### config.mk
export PLATFORM = sky130hd
export DESIGN_NAME = serport_regs
export DESIGN_NICKNAME = d
export VERILOG_FILES = /design/src/rtl/serport_pkg.sv /design/src/rtl/ser_addr_dec.sv /design/src/rtl/ser_cfg_bank.sv /design/src/rtl/ser_stat_path.sv /design/src/rtl/ser_irq_gen.sv /design/src/rtl/serport_regs.sv
export SDC_FILE = /design/constraint.sdc
export NUM_CORES = 1
export LEC_CHECK = 0
export CAP_MARGIN = 20
export CORE_AREA = 2 2 186 188
export DETAILED_ROUTE_END_ITERATION = 6
export DIE_AREA = 0 0 188 190
export DONT_BUFFER_PORTS = 1
export PLACE_DENSITY = 0.35
export REMOVE_ABC_BUFFERS = 1
export SYNTH_ARGS = -nofsm -noshare
export SYNTH_HDL_FRONTEND = slang
export SYNTH_HIERARCHICAL = 1
export SYNTH_SLANG_ARGS = --single-unit
### constraint.sdc
create_clock -name clk -period 5.8 [get_ports clk]
set_input_delay 0.29 -clock clk [delete_from_list [all_inputs] [get_ports clk]]
set_output_delay 0.29 -clock clk [all_outputs]
set_load 0.005 [all_outputs]
### src/rtl/serport_pkg.sv
package serport_pkg;

    localparam int REG_W     = 32;
    localparam int REG_BYTES = REG_W / 8;
    localparam int NUM_REGS  = 7;
    localparam int NUM_CFG   = 5;
    localparam int ST_W      = 10;
    localparam int RD_DATA_W = 10;
    localparam int TX_W      = 8;

    // register index = byte offset / REG_BYTES
    localparam int IDX_STAT  = 0;
    localparam int IDX_DATA  = 1;
    localparam int IDX_BAUD  = 2;
    localparam int IDX_CTL1  = 3;
    localparam int IDX_CTL2  = 4;
    localparam int IDX_CTL3  = 5;
    localparam int IDX_GUARD = 6;
    localparam int CFG_BASE  = IDX_BAUD;

    // status flags
    localparam int ST_RXFULL  = 5;
    localparam int ST_TXDONE  = 6;
    localparam int ST_TXEMPTY = 7;
    localparam logic [ST_W-1:0] ST_RESET = ST_W'(10'h0C0);

    // control 1 bits
    localparam int C1_RXEN = 2;
    localparam int C1_RXIE = 5;
    localparam int C1_EN   = 13;

    localparam logic [REG_W-1:0] ST_LOAD_MAX = 32'h0000_03FF;
    localparam logic [REG_W-1:0] TX_LIMIT    = 32'h0000_F000;
    localparam logic [REG_W-1:0] RD_MASK     = REG_W'((64'd1 << RD_DATA_W) - 1);

    typedef struct packed {
        logic [REG_W-1:0]    wdata;
        logic [NUM_REGS-1:0] rd;
        logic [NUM_REGS-1:0] wr;
    } bus_req_t;

    function automatic logic [ST_W-1:0] status_write(
        input logic [ST_W-1:0]  cur,
        input logic [REG_W-1:0] val
    );
        logic [ST_W-1:0] res;
        if (val <= ST_LOAD_MAX) begin
            res = val[ST_W-1:0];
            res[ST_TXEMPTY] = 1'b1;
        end else begin
            res = cur & val[ST_W-1:0];
        end
        return res;
    endfunction

endpackage

### src/rtl/ser_addr_dec.sv
module ser_addr_dec
    import serport_pkg::*;
#(
    parameter int ADDR_W = 8
) (
    input  logic             clk,
    input  logic             rst,
    input  logic [ADDR_W-1:0] addr,
    input  logic             rd,
    input  logic             wr,
    input  logic [REG_W-1:0] wdata,
    output bus_req_t         req
);

    logic [NUM_REGS-1:0] hit;

    for (genvar i = 0; i < NUM_REGS; i++) begin : g_hit
        assign hit[i] = (addr == ADDR_W'(i * REG_BYTES));
    end

    always_comb begin
        req.wdata = wdata;
        req.rd    = rd ? hit : '0;
        req.wr    = wr ? hit : '0;
    end

    // an access reaches at most one register
    p_one_target_r12: assert property (@(posedge clk) disable iff (rst)
        $onehot0(req.wr) && $onehot0(req.rd));

endmodule

### src/rtl/ser_cfg_bank.sv
module ser_cfg_bank
    import serport_pkg::*;
#(
    parameter int N = NUM_CFG
) (
    input  logic                     clk,
    input  logic                     rst,
    input  logic [N-1:0]             wr,
    input  logic [REG_W-1:0]         wdata,
    output logic [N-1:0][REG_W-1:0]  cfg_q
);

    for (genvar i = 0; i < N; i++) begin : g_word
        always_ff @(posedge clk) begin
            if (rst) begin
                cfg_q[i] <= '0;
            end else if (wr[i]) begin
                cfg_q[i] <= wdata;
            end
        end

        // storage holds its value when not written
        p_hold_r12: assert property (@(posedge clk) disable iff (rst)
            !wr[i] |=> $stable(cfg_q[i]));
    end

endmodule

### src/rtl/ser_stat_path.sv
module ser_stat_path
    import serport_pkg::*;
#(
    parameter int CHAR_W = 8
) (
    input  logic              clk,
    input  logic              rst,
    input  logic              st_wr,
    input  logic              dt_wr,
    input  logic              dt_rd,
    input  logic [REG_W-1:0]  wdata,
    input  logic              rx_valid,
    input  logic [CHAR_W-1:0] rx_data,
    input  logic              rx_on,
    output logic              rx_ready,
    output logic              rx_set,
    output logic [ST_W-1:0]   sr_q,
    output logic              rxne_next,
    output logic [CHAR_W-1:0] data_q,
    output logic              tx_valid,
    output logic [TX_W-1:0]   tx_data
);

    logic [ST_W-1:0]   sr_n;
    logic [CHAR_W-1:0] data_n;
    logic              rx_take;
    logic              tx_go;

    assign rx_ready = !sr_q[ST_RXFULL];
    assign rx_take  = rx_valid && rx_ready;
    assign rx_set   = rx_take && rx_on;
    assign tx_go    = dt_wr && (wdata < TX_LIMIT);

    always_comb begin
        sr_n   = sr_q;
        data_n = data_q;
        if (st_wr) begin
            sr_n = status_write(sr_q, wdata);
        end
        if (tx_go) begin
            sr_n[ST_TXDONE] = 1'b1;
        end
        if (dt_rd) begin
            sr_n[ST_RXFULL] = 1'b0;
        end
        if (rx_set) begin
            sr_n[ST_RXFULL] = 1'b1;
            data_n          = rx_data;
        end
    end

    assign rxne_next = sr_n[ST_RXFULL];

    always_ff @(posedge clk) begin
        if (rst) begin
            sr_q     <= ST_RESET;
            data_q   <= '0;
            tx_valid <= 1'b0;
            tx_data  <= '0;
        end else begin
            sr_q     <= sr_n;
            data_q   <= data_n;
            tx_valid <= tx_go;
            if (tx_go) begin
                tx_data <= wdata[TX_W-1:0];
            end
        end
    end

    // an accepted character lands in the data register with the flag set
    p_accept_r2: assert property (@(posedge clk) disable iff (rst)
        (rx_valid && rx_ready && rx_on) |=> (sr_q[ST_RXFULL] && data_q == $past(rx_data)));

    // a disabled receiver leaves the data register alone
    p_drop_r3: assert property (@(posedge clk) disable iff (rst)
        (rx_valid && rx_ready && !rx_on) |=> $stable(data_q));

    // no character is taken while one is pending
    p_hold_off_r4: assert property (@(posedge clk) disable iff (rst)
        (rx_valid && !rx_ready) |=> $stable(data_q));

    // out-of-range data writes send nothing
    p_tx_filter_r10: assert property (@(posedge clk) disable iff (rst)
        (dt_wr && wdata >= TX_LIMIT) |=> !tx_valid);

    // a send is always accompanied by transmission complete
    p_tc_r10: assert property (@(posedge clk) disable iff (rst)
        tx_valid |-> sr_q[ST_TXDONE]);

endmodule

### src/rtl/ser_irq_gen.sv
module ser_irq_gen (
    input  logic clk,
    input  logic rst,
    input  logic st_wr,
    input  logic dt_rd,
    input  logic c1_wr,
    input  logic c1_wr_ie,
    input  logic c1_ie,
    input  logic rxne_now,
    input  logic rxne_next,
    input  logic rx_set,
    output logic irq
);

    logic irq_n;

    always_comb begin
        irq_n = irq;
        if (st_wr && !rxne_next) begin
            irq_n = 1'b0;
        end
        if (dt_rd) begin
            irq_n = 1'b0;
        end
        if (c1_wr && c1_wr_ie && rxne_now) begin
            irq_n = 1'b1;
        end
        if (rx_set && c1_ie) begin
            irq_n = 1'b1;
        end
    end

    always_ff @(posedge clk) begin
        if (rst) begin
            irq <= 1'b0;
        end else begin
            irq <= irq_n;
        end
    end

    // storing a character with the interrupt enabled raises the line
    p_accept_irq_r5: assert property (@(posedge clk) disable iff (rst)
        (rx_set && c1_ie) |=> irq);

    // a data read with no new character drops the line
    p_read_clear_r6: assert property (@(posedge clk) disable iff (rst)
        (dt_rd && !rx_set) |=> !irq);

    // after a status write the line is low unless the flag survived
    p_stwr_clear_r9: assert property (@(posedge clk) disable iff (rst)
        st_wr |=> (rxne_now || !irq));

    // enabling the interrupt with data pending fires at once
    p_ctl1_fire_r11: assert property (@(posedge clk) disable iff (rst)
        (c1_wr && c1_wr_ie && rxne_now) |=> irq);

endmodule

### src/rtl/serport_regs.sv
module serport_regs
    import serport_pkg::*;
#(
    parameter int ADDR_W = 8,
    parameter int CHAR_W = 8
) (
    input  logic              clk,
    input  logic              rst,
    input  logic [ADDR_W-1:0] bus_addr,
    input  logic              bus_rd,
    input  logic              bus_wr,
    input  logic [31:0]       bus_wdata,
    output logic [31:0]       bus_rdata,
    input  logic              rx_valid,
    input  logic [CHAR_W-1:0] rx_data,
    output logic              rx_ready,
    output logic              tx_valid,
    output logic [7:0]        tx_data,
    output logic              irq
);

    bus_req_t                       req;
    logic [NUM_CFG-1:0][REG_W-1:0]  cfg_q;
    logic [NUM_REGS-1:0][REG_W-1:0] view;
    logic [ST_W-1:0]                sr_q;
    logic [CHAR_W-1:0]              data_q;
    logic                           rxne_next;
    logic                           rx_set;
    logic                           rx_on;
    logic [REG_W-1:0]               ctl1;

    ser_addr_dec #(.ADDR_W(ADDR_W)) u_dec (
        .clk   (clk),
        .rst   (rst),
        .addr  (bus_addr),
        .rd    (bus_rd),
        .wr    (bus_wr),
        .wdata (bus_wdata),
        .req   (req)
    );

    ser_cfg_bank #(.N(NUM_CFG)) u_cfg (
        .clk   (clk),
        .rst   (rst),
        .wr    (req.wr[CFG_BASE +: NUM_CFG]),
        .wdata (req.wdata),
        .cfg_q (cfg_q)
    );

    assign ctl1  = cfg_q[IDX_CTL1 - CFG_BASE];
    assign rx_on = ctl1[C1_EN] && ctl1[C1_RXEN];

    ser_stat_path #(.CHAR_W(CHAR_W)) u_stat (
        .clk       (clk),
        .rst       (rst),
        .st_wr     (req.wr[IDX_STAT]),
        .dt_wr     (req.wr[IDX_DATA]),
        .dt_rd     (req.rd[IDX_DATA]),
        .wdata     (req.wdata),
        .rx_valid  (rx_valid),
        .rx_data   (rx_data),
        .rx_on     (rx_on),
        .rx_ready  (rx_ready),
        .rx_set    (rx_set),
        .sr_q      (sr_q),
        .rxne_next (rxne_next),
        .data_q    (data_q),
        .tx_valid  (tx_valid),
        .tx_data   (tx_data)
    );

    ser_irq_gen u_irq (
        .clk       (clk),
        .rst       (rst),
        .st_wr     (req.wr[IDX_STAT]),
        .dt_rd     (req.rd[IDX_DATA]),
        .c1_wr     (req.wr[IDX_CTL1]),
        .c1_wr_ie  (req.wdata[C1_RXIE]),
        .c1_ie     (ctl1[C1_RXIE]),
        .rxne_now  (sr_q[ST_RXFULL]),
        .rxne_next (rxne_next),
        .rx_set    (rx_set),
        .irq       (irq)
    );

    // register view for the read mux
    assign view[IDX_STAT] = REG_W'(sr_q);
    assign view[IDX_DATA] = REG_W'(data_q) & RD_MASK;
    for (genvar i = 0; i < NUM_CFG; i++) begin : g_view
        assign view[CFG_BASE + i] = cfg_q[i];
    end

    always_comb begin
        bus_rdata = '0;
        for (int i = 0; i < NUM_REGS; i++) begin
            if (req.rd[i]) begin
                bus_rdata = bus_rdata | view[i];
            end
        end
    end

endmodule

== Word-level counts from Yosys, hierarchy flattened ==
Index checks and enable logic that the tools add are counted.
Cells by class
  order comparisons: 2
  eq/ne operators: 6
  multiplexer cells: 17
  bitwise logic cells: 7
  reduce and logical (&&, ||, !) cells: 13
Operators by type and width (number)
  32-bit two-way mux: 6
  32-bit OR: 5
  32-bit by 10-bit less-or-equal comparator with 1-bit output, second input constant: 1
  32-bit by 16-bit < comparator with 1-bit output, second input constant: 1
  8-bit by 5-bit == test with 1-bit output, second input constant: 3
  10-bit two-way mux: 2
  8-bit by 4-bit == test with 1-bit output, second input constant: 2
  7-bit two-way mux: 2
  10-bit AND: 1
  10-bit by 8-bit OR with 10-bit output: 1
  8-bit by 3-bit == test with 1-bit output, second input constant: 1
  1-bit logical AND: 8
  8-bit zero test: 1
  1-bit two-way mux: 6
  6-bit two-way mux: 1
  4-bit nonzero test: 1
  1-bit zero test: 2
  2-bit OR reduction: 1
Storage, ports and cells
  flip-flop bits (word level): 188
  input port bits: 53
  word-level logic and storage cells: 57

== Depth between registers and ports, before layout ==
Gate-level depths: netlist of run 1.
  word-level depth: 15
  mapped depth: 9

== By module ==
The synthesis of run 1 kept the hierarchy.
By module, submodules not included
  ser_cfg_bank: instances 1, cells an instance 518, area each 5921.9 µm²
  ser_stat_path: instances 1, cells an instance 113, area each 1107.3 µm²
  serport_regs: instances 1, cells an instance 123, area each 854.6 µm²
  ser_addr_dec: instances 1, cells an instance 57, area each 410.4 µm²
  ser_irq_gen: instances 1, cells an instance 5, area each 50.0 µm²

== Worst setup path after synthesis of run 1 ==
Ideal clock, no wire load.
  path kind: input-to-reg
  start point: input port bus_addr[4]
  end point: register u_irq.irq
  arrival time: 2027 ps
  setup slack: 3651 ps
  stages: 9
  cells stage by stage: or4_4 > buf_6 > nor3_1 > clkinv_1 > nor2_1 > o21ai_0 > o31a_2 > nor2b_1 > o22ai_1
RTL lines
  start, declared: line serport_regs.sv:9  | input logic [ADDR_W-1:0] bus_addr,
  end signal, assigned: line ser_irq_gen.sv:37  | irq <= irq_n;
  end, declared: line ser_irq_gen.sv:12  | output logic irq

==> results of run 1 <==
## final cells by class
type / instances / share of cell area [%]
Inverter: 7 / 0.2858
Tap cell: 455 / 6.193
Multi-Input combinational cell: 529 / 40.71
Clock buffer: 20 / 4.859
Sequential cell: 188 / 40.94
Timing Repair Buffer: 54 / 5.771
Clock inverter: 12 / 1.239
## power by group through the flow
stage | sequential, uW | clock (uW) | combinational [uW]
after floorplan | 1320 | 0 | 16.6
after global placement | 1320 | 0 | 23.2
after detailed placement | 1320 | 0 | 23.3
after CTS | 1290 | 1210 | 87.1
after global routing | 1290 | 1260 | 93.5
final | 1290 | 1160 | 86.1
## synth_stat cells (2+ instances only)
cell,count
a21oi_1,8
a222oi_1,30
a22oi_1,44
buf_12,15
buf_2,18
buf_4,32
buf_6,19
clkbuf_1,8
dfxtp_1,188
inv_1,5
mux2i_1,168
nand2_1,55
nand3_1,11
nor2_1,162
nor3_1,13
nor4_2,5
o21ai_0,2
o221a_1,7
or4b_1,3
## critical path: stages
cell,delay [ns]
or4b_1,0.65
nor3_2,0.77
a222oi_1,0.27
nand3_1,0.21
## metal layers
metal / track usage [%] / vias up
met5: 0 / -
met4: 3.362 / 0
met3: 3.505 / 15
met2: 23.33 / 131
met1: 19.44 / 2895
li1: - / 2829
## cell families after synthesis
family	after synthesis	share of synthesized area, %
flops	188	45.10
simple gates	263	14.13
compound gates	98	9.822
buf+inv	99	10.80
mux	168	20.15
## how the worst max path moves through the flow
stage / cells after the start / end / start / slack [ns]
final: 4 / bus_rdata[7] / bus_addr[1] / 3.32
after detailed placement: 8 / u_irq/irq$_SDFFE_PP0P_ / bus_addr[4] / 3.09
after CTS: 4 / bus_rdata[7] / bus_addr[4] / 3.29
after global placement: 8 / u_irq/irq$_SDFFE_PP0P_ / bus_addr[4] / 3.15
after global routing: 4 / bus_rdata[7] / bus_addr[4] / 3.22
after floorplan: 4 / u_cfg/cfg_q[64]$_SDFFE_PP0P_ / bus_addr[5] / 1.17
## sequential cells by signal, indices dropped and copies added (netlist names)
name	count
u_cfg/cfg_q	160
u_stat/sr_q	10
u_stat/data_q	8
u_stat/tx_data	8
u_irq/irq	1
u_stat/tx_valid	1
## metrics by stage
stage	total power, uW	util, %	setup WS (ns)	cell area [um2]
2_1_floorplan	1338	-	1.167	7470
3_3_place_gp	1345	24.11	3.153	8184
3_5_place_dp	1345	24.11	3.085	8184
4_1_cts	2591	27.05	3.292	9183
5_1_grt	2643	27.08	3.222	9193
6_report	2538	27.08	3.315	9193
==> out/metrics.cfg, run 1 <==
[routing]
viasPerCell = 4.640
dr_wl_met3_um = 1142
dr.max_layer_used = met4
drt-met1-wl_um = 12390
drt_iter0_drc = 428
wl_met2_um = 11760
num_vias = 5870
drc_errors = 0
detail_route.first_pass.iterations = 6
routed_wl_um = 25530
drt-wirelength-per-cell_um = 20.18
antenna_left = 0

[yosys]
synth-seq-cells = 188
synth_seq_area_share_pct = 45.10
ys.warnings.count = 6
syn_inst = 816
syn_area_mm2 = 0.008344
synth.avg_cell_area_um2 = 10.23
ys.flop_type = dfxtp_1
synth_cell_types = 42
synth_async_sr_flop_share_pct = 0
yosysTopAreaCell = dfxtp_1
synthTopCellsByArea = dfxtp_1 45%, mux2i_1 20%, nor2_1 7.3%, a22oi_1 4.0%, a222oi_1 3.6%
synth_top_area_share_pct = 45.10
synth_edf_count = 0

[clocking]
clockRootBuffer = clkbuf_16
holdBufCountCts = 42
clk_pin_slew_worst_paths_ns = 0.08
cts.sinks = 188
ctsResizeCount = 0
h-tree-depth = 4
clk_path_buf_depth = 2
clkLatencyLatePin_ns = 0.44
tritoncts = done
cts_setup_buffers = 0
cts_buffers = 17

[sta]
period_needed_ns = 2.485
slew_violations = 0
tightest_slew_ns = 0.9857
min_period_over_period_pct = 42.84
max_freq_mhz = 402.5
rsz0062_at_grt = no
fin_skew_ns = 0.01226
hold_violations = 0
relSlewSlack_pct = 34.29
setup_viol = 0
finalSetupTns_ns = 0
hold_slack_ns = 0.03072

[placement]
dp_hpwl_um = 13490
place_inst = 1190
place.gp.congestion = 0.6642
io_buffer_count = 0

[critical_path]
worstSetupStartpointType = input port
arrival_ns = 2.19
reg2reg_to = u_irq/irq$_SDFFE_PP0P_
end_kind = output port
cp.required_ns = 5.51
r2r_slack_ns = 4.14
crit_fanout = 10
critical_path_class = input port to output port
r2r-start = u_stat/sr_q[5]$_SDFF_PP0_
reg2reg_depth = 6

[floorplan]
io_pins = 96
dieArea_mm2 = 0.03572
fp.dieW_um = 188
fp.dieH_um = 190
coreArea_mm2 = 0.03395
num_rows = 68
initial_core_util_pct = 24.58

[cells_and_area]
finalNetCount = 850
final_common_cell = dfxtp_1
fill_cells = 3584
fin_cells = 1265
drive_above_1_share_pct = 8.148
final_cell_mix = 188 x dfxtp_1, 168 x mux2i_1, 162 x nor2_1, 55 x nand2_1, 44 x a22oi_1
regArea_mm2 = 0.003764
syn_to_final_growth_pct = 10.17
multi_input_area_mm2 = 0.003742
antenna_cells = 0

[power]
switching_share_pct = 23.99
power.net_switching_uw = 608.9
seqPwrFrac_pct = 50.9
ir_worst_vdd_uv = 195.6
pwr-share-clk_pct = 45.7
combPwrFrac_pct = 3.4
p_leak_uw = 0.002969
powerDensity_mw_per_mm2 = 276.1
internal_power_uw = 1929

[worst_hold_path]
hold_path_depth = 2
hp-class = input port to register
hold_start = bus_wdata[7]
hold_end = u_stat/sr_q[7]$_SDFFE_PP1P_

[global_route]
grt_pass1_wl_um = 38480
grtUsageTotal_pct = 14.45
grt_max_degree = 171
first_global_vias = 5886
grt-ovfl-total = 0
antenna_found_initial = 0

[run]
maxCapViolCount = 0

[run_status]
outcome = complete, no violations

(Power assumes the default switching activity.)
==> run 2, diff against run 1 <==
==> constraint.sdc (replaced) <==
create_clock -name clk -period 2.5 [get_ports clk]
set_input_delay 0.125 -clock clk [delete_from_list [all_inputs] [get_ports clk]]
set_output_delay 0.125 -clock clk [all_outputs]
set_load 0.005 [all_outputs]
==> run 2 against run 1 <==
Count of clock-buffer cells in the layout shrank 1; clock power rose to 2.6 times the previous value; hold slack got worse by 0.015 ns; global-route usage increased by 0.19 points; via count increased by 2.6%; critical path type is now input port to register; first-iteration DRC count fell by 8.4%; register-to-register slack got worse by 3.4 ns; sequential power up 130%.
==> out/metrics.cfg, run 2 (same netlist as run 1, synthesis figures left out) <==
[sta]
fin_ws_ns = 0.5070  ; -2.808 ns
slew_violations = 0  ; unchanged
hold_violations = 0  ; unchanged
rsz0062_at_grt = no
tightest_slew_ns = 0.5953  ; -0.3904 ns
period_needed_ns = 1.993
max_freq_mhz = 501.7
finalSetupTns_ns = 0  ; unchanged
fin_skew_ns = 0.005391  ; -0.006869 ns
setup_viol = 0  ; unchanged
min_period_over_period_pct = 79.72
relSlewSlack_pct = 60.31  ; +26 points

[routing]
num_vias = 6023  ; +2.6%
viasPerCell = 4.605  ; -0.77%
drt-wirelength-per-cell_um = 19.70  ; -2.4%
detail_route.first_pass.iterations = 5  ; -1
drt_iter0_drc = 392  ; -8.4%
drc_errors = 0  ; unchanged
antenna_left = 0  ; unchanged
routed_wl_um = 25770  ; +0.91%

[global_route]
grt-ovfl-total = 0  ; unchanged
grt_pass1_wl_um = 39540  ; +2.8%
grtUsageTotal_pct = 14.65  ; +0.19 points
first_global_vias = 6111  ; +3.8%
grt_max_degree = 129  ; -25%
antenna_found_initial = 0  ; unchanged

[critical_path]
crit_fanout = 32  ; +22
r2r-start = u_stat/sr_q[5]$_SDFF_PP0_
crit_path_start = bus_addr[5]
critical_path_class = input port to register
reg2reg_depth = 6  ; unchanged
end_kind = register
arrival_ns = 2.30  ; +0.11 ns
critPathMaxStageDelay_ns = 0.70  ; -0.07 ns
cp_num_cells = 6  ; +2
crit_family = simple AND/OR/NAND/NOR gates
cp.required_ns = 2.81  ; -2.70 ns
worst_path_max_delay_cell = or4b_1
cp_num_buf_inv = 2  ; +2
cp_cell_sequence = or4b_1, nor3_2, buf_12, mux2i_1, nor2_1, dlygate4sd3_1
worstSetupStartpointType = input port

[floorplan]
dieArea_mm2 = 0.03572  ; unchanged
fp.dieW_um = 188  ; unchanged
fp.dieH_um = 190  ; unchanged
coreArea_mm2 = 0.03395  ; unchanged
io_pins = 96  ; unchanged
num_rows = 68  ; unchanged
initial_core_util_pct = 24.58  ; unchanged

[cells_and_area]
reg.largest.list = u_cfg/cfg_q (160), u_stat/sr_q (10)
final_common_cell = dfxtp_1
largest_reg_flops = 160  ; unchanged
finalNetCount = 894  ; +5.2%
antenna_cells = 0  ; unchanged
final_cell_mix = 188 x dfxtp_1, 168 x mux2i_1, 162 x nor2_1, 82 x dlygate4sd3_1, 55 x nand2_1
syn_to_final_growth_pct = 17.69
final_area_mm2 = 0.009821  ; +6.8%
top_register = u_cfg/cfg_q
drive_above_1_share_pct = 8.206  ; +0.058 points

[placement]
place_area_mm2 = 0.008334  ; +1.8%
dp_hpwl_um = 13720  ; +1.7%
place.gp.congestion = 0.6513  ; -1.9%
dp_slack_ns = 0.4677  ; -2.618 ns
io_buffer_count = 0  ; unchanged

[power]
powerDensity_mw_per_mm2 = 629.0  ; +130%
p_leak_uw = 0.003341  ; +13%
ir_worst_vdd_uv = 451.9  ; +130%

[clocking]
ctsResizeCount = 0  ; unchanged
h-tree-depth = 4  ; unchanged
clk_pin_slew_worst_paths_ns = 0.08  ; about the same
cts.sinks = 188  ; unchanged
tritoncts = done
clockRootBuffer = clkbuf_16
cts_buffers = 17  ; unchanged
clk_path_buf_depth = 2  ; unchanged
clkLatencyLatePin_ns = 0.43  ; about the same

[worst_hold_path]
hold_path_depth = 3  ; +1
hold_start = bus_wdata[25]
hp-class = input port to register

[run_status]
outcome = complete, no violations

[run]
maxCapViolCount = 0  ; unchanged

run 2: cell types whose count changed in the layout (fill, tap and decap cells not counted), sizes merged:
cell	before	now
bufinv	1	4
buf	12	16
clkbuf	20	19
dlygate4sd3	42	82
clkinv	8	5
run 2: cell type report:
cell class              count  area (um2)
flip-flops and latches    188        3764
clock buffers              19       452.9
multi-input cells         529        3737
inverters                   7       26.28
clock inverters            12       185.2
well taps                 455       569.3
fillers                  3606       24130
repair buffers             98        1086
run 2: power by group:
group          switching, uW  internal (uW)
logic                    111           65.9
registers               1.63           3000
clock network           1260           1740
run 2: metal layers:
layer | vias up | routed length, um | part of all wire (%) | track usage [%]
met2 | 120 | 12190 | 47 | 24.27
met4 | 0 | 238 | 0.92 | 3.089
met1 | 2968 | 12460 | 48 | 19.73
met3 | 17 | 876 | 3.4 | 2.896
met5 | - | 0 | 0 | 0
li1 | 2918 | - | - | -
run 2: metrics by stage:
stage / total power [uW] / hold slack, ns / instances / utilization [%]
CTS: 6282 / 0.01343 / 1308 / 28.93
global placement: 3122 / 0.2416 / 1194 / 24.55
finish: 6177 / 0.01555 / 1308 / 28.93
detailed placement: 3122 / 0.2421 / 1194 / 24.55
floorplan: 3105 / 0.1941 / 724 / -
global route: 6412 / 0.01237 / 1308 / 28.93
run 2: final timing paths:
| kind | to | slack, ns |
|---|---|---|
| worst max-delay path | u_cfg/cfg_q[84]$_SDFFE_PP0P_ | 0.51 |
| worst min-delay path | u_stat/tx_valid$_SDFF_PP0_ | 0.02 |
| worst max register to register | u_irq/irq$_SDFFE_PP0P_ | 0.78 |
| worst min register to register | u_stat/data_q[0]$_SDFFE_PP0P_ | 0.46 |
run 2: worst reg2reg max path: stages (launching register included):
cell     delay (ns)
dfxtp_1        0.41
inv_1          0.13
nand3_2        0.22
inv_1          0.24
o31a_2         0.38
nor2b_1        0.12
o22ai_1        0.09
run 2: what timing repair did:
action	in CTS	in global routing
hold buffers	83	0
buffers inserted	0	0
endpoints found under the hold margin	187	0
==> run 3, diff against run 2 <==
--- a/config.mk
+++ b/config.mk
@@ -10,7 +10,7 @@
 export DETAILED_ROUTE_END_ITERATION = 6
 export DIE_AREA = 0 0 188 190
 export DONT_BUFFER_PORTS = 1
-export PLACE_DENSITY = 0.35
+export PLACE_DENSITY = 0.36
 export REMOVE_ABC_BUFFERS = 1
 export SYNTH_ARGS = -nofsm -noshare
 export SYNTH_HDL_FRONTEND = slang
==> constraint.sdc (replaced) <==
create_clock -name clk -period 1.7 [get_ports clk]
set_input_delay 0.085 -clock clk [delete_from_list [all_inputs] [get_ports clk]]
set_output_delay 0.085 -clock clk [all_outputs]
set_load 0.005 [all_outputs]
==> run 3 against run 2 <==
The run now ends with hold timing, setup timing left; critical path type unchanged; clock skew fell by 0.0022 ns; power rose by 40%; register-to-register slack got worse by 0.45 ns; hold slack got worse by 0.29 ns; core utilization fell by 0.48 points.
==> out/metrics.cfg, run 3 (same netlist as run 1, synthesis figures left out) <==
[cells_and_area]
syn_to_final_growth_pct = 15.73
fill_cells = 3571  ; -0.97%
largest_reg_flops = 160  ; unchanged
final_area_mm2 = 0.009657  ; -1.7%
finalNetCount = 876  ; -2.0%
final_cell_mix = 188 x dfxtp_1, 168 x mux2i_1, 162 x nor2_1, 55 x nand2_1, 43 x a22oi_1
antenna_cells = 0  ; unchanged
drive_above_1_share_pct = 14.47  ; +6.3 points
final_util_pct = 28.45  ; -0.48 points
reg.largest.list = u_cfg/cfg_q (160), u_stat/sr_q (10)
fin_cells = 1291  ; -1.3%
final_common_cell = dfxtp_1
top_register = u_cfg/cfg_q

[placement]
dp_hpwl_um = 15480  ; +13%
io_buffer_count = 0  ; unchanged
place.gp.congestion = 0.6841  ; +5.0%
place_inst = 1226  ; +2.7%
place_area_mm2 = 0.008637  ; +3.6%
dp_slack_ns = -0.07887  ; -0.5466 ns

[power]
powerDensity_mw_per_mm2 = 892.6  ; +42%
p_leak_uw = 0.003234  ; -3.2%
ir_worst_vdd_uv = 690.1  ; +53%

[sta]
hold_slack_ns = -0.2752  ; -0.2908 ns
setup_viol = 1  ; +1
max_freq_mhz = 586.4
fin_skew_ns = 0.003239  ; -0.002152 ns
fin_ws_ns = -0.005255  ; -0.5122 ns
hold_violations = 163  ; +163
tightest_slew_ns = 0.5150  ; -0.08030 ns
min_period_over_period_pct = 100.3
rsz0062_at_grt = yes
relSlewSlack_pct = 65.67  ; +5.4 points
period_needed_ns = 1.705
slew_violations = 0  ; unchanged

[clocking]
tritoncts = done
clk_path_buf_depth = 2  ; unchanged
cts_buffers = 17  ; unchanged
cts.sinks = 188  ; unchanged
clk_pin_slew_worst_paths_ns = 0.07  ; about the same
clkLatencyLatePin_ns = 0.44  ; about the same
h-tree-depth = 4  ; unchanged
clockRootBuffer = clkbuf_16

[floorplan]
initial_core_util_pct = 24.58  ; unchanged
dieArea_mm2 = 0.03572  ; unchanged
num_rows = 68  ; unchanged
fp.dieW_um = 188  ; unchanged
coreArea_mm2 = 0.03395  ; unchanged
fp.dieH_um = 190  ; unchanged
io_pins = 96  ; unchanged

[routing]
drc_errors = 0  ; unchanged
dr.max_layer_used = met5
routed_wl_um = 25380  ; -1.5%
detail_route.first_pass.iterations = 5  ; unchanged
drt-wirelength-per-cell_um = 19.66  ; -0.19%
drt-met1-wl_um = 12580  ; +0.94%
num_vias = 5904  ; -2.0%
dr_wl_met3_um = 1316  ; +50%
viasPerCell = 4.573  ; -0.68%
drt_iter0_drc = 473  ; +21%
wl_met2_um = 11270  ; -7.6%
antenna_left = 0  ; unchanged

[critical_path]
reg2reg_to = u_irq/irq$_SDFFE_PP0P_
cp.required_ns = 2.03  ; -0.78 ns
r2r_slack_ns = 0.33  ; -0.45 ns
r2r-start = u_stat/sr_q[5]$_SDFF_PP0_
reg2reg_depth = 6  ; unchanged
arrival_ns = 2.03  ; -0.27 ns
critical_path_class = input port to register
end_kind = register
worstSetupStartpointType = input port
crit_fanout = 6  ; -81%

[global_route]
grt_max_degree = 174  ; +35%
first_global_vias = 5816  ; -4.8%
grt_pass1_wl_um = 38210  ; -3.4%
grt-ovfl-total = 0  ; unchanged
grtUsageTotal_pct = 14.22  ; -0.42 points
antenna_found_initial = 1  ; +1

[worst_hold_path]
hp-class = input port to register
hold_path_depth = 1  ; -2
hold_start = rst
hold_end = u_cfg/cfg_q[81]$_SDFFE_PP0P_

[run_status]
outcome = finished with violations
violations = hold timing, setup timing

[run]
maxCapViolCount = 0  ; unchanged

-- run 3: changes by cell type in the layout (fill, tap and decap cells not counted), moves of 2 or more --
| cell | delta |
|---|---|
| buf_4 | +29 |
| or4b_1 | -3 |
| clkbuf_8 | -2 |
| clkinvlp_4 | +3 |
| buf_6 | +5 |
| inv_8 | +2 |
| or4b_4 | +3 |
| nor3_4 | +2 |
| bufinv_16 | -3 |
| dlygate4sd3_1 | -61 |
| buf_12 | +6 |
| inv_6 | +2 |
-- run 3: timing repair --
action,in CTS,in global routing
pin swaps,4,5
endpoints found under the hold margin,187,166
gates resized for setup,6,12
hold buffers,17,4
cloned,3,1
setup buffers,5,5
endpoints found under the setup margin,20,37
-- run 3: how the worst max path moves through the flow --
stage / start / to / slack (ns) / depth (start not counted)
after global routing: bus_addr[5] / u_cfg/cfg_q[129]$_SDFFE_PP0P_ / -0.01 / 8
after detailed placement: bus_addr[5] / bus_rdata[6] / -0.08 / 6
after global placement: bus_addr[5] / bus_rdata[6] / -0.08 / 6
after floorplan: bus_addr[5] / u_cfg/cfg_q[64]$_SDFFE_PP0P_ / -2.73 / 4
final: bus_addr[5] / u_cfg/cfg_q[129]$_SDFFE_PP0P_ / -0.005 / 8
after CTS: bus_addr[6] / bus_rdata[5] / -0.01 / 6
-- run 3: where the power goes --
group	switching [uW]	internal (uW)
logic	87.5	58.7
registers	2.41	4400
clock network	1990	2080
total	2080	6540
-- run 3: through the flow --
stage | hold WS, ns | TNS (ns) | total power, uW
3_5_place_dp | 0.2012 | -2.854 | 4595
3_3_place_gp | 0.2014 | -2.775 | 4595
4_1_cts | -0.2741 | -0.05626 | 8747
5_1_grt | -0.2981 | -0.01541 | 8952
6_report | -0.2752 | -0.005255 | 8620
2_1_floorplan | 0.1541 | -450.32 | 4566
-- run 3: final cells by class --
class | count | area [um2] | share of cell area [%]
repair buffers | 80 | 934.6 | 9.679
flip-flops and latches | 188 | 3764 | 38.97
clock inverters | 15 | 157.7 | 1.633
clock buffers | 17 | 425.4 | 4.405
inverters | 7 | 30.03 | 0.3110
multi-input cells | 529 | 3776 | 39.10
well taps | 455 | 569.3 | 5.895
-- run 3: worst max-delay path, cell delays in order --
cell and delay [ns]:
or4b_4 0.52, buf_6 0.16, nor3_2 0.15, buf_4 0.19
buf_12 0.13, mux2i_1 0.18, nor2_1 0.05, dlygate4sd3_1 0.56
-- run 3: routing by layer --
| layer | global-route usage (%) | vias to the layer above |
|---|---|---|
| met2 | 21.49 | 132 |
| met1 | 20.10 | 2877 |
| met4 | 3.180 | 2 |
| met3 | 3.874 | 16 |
| met5 | 0 | - |
| li1 | - | 2877 |
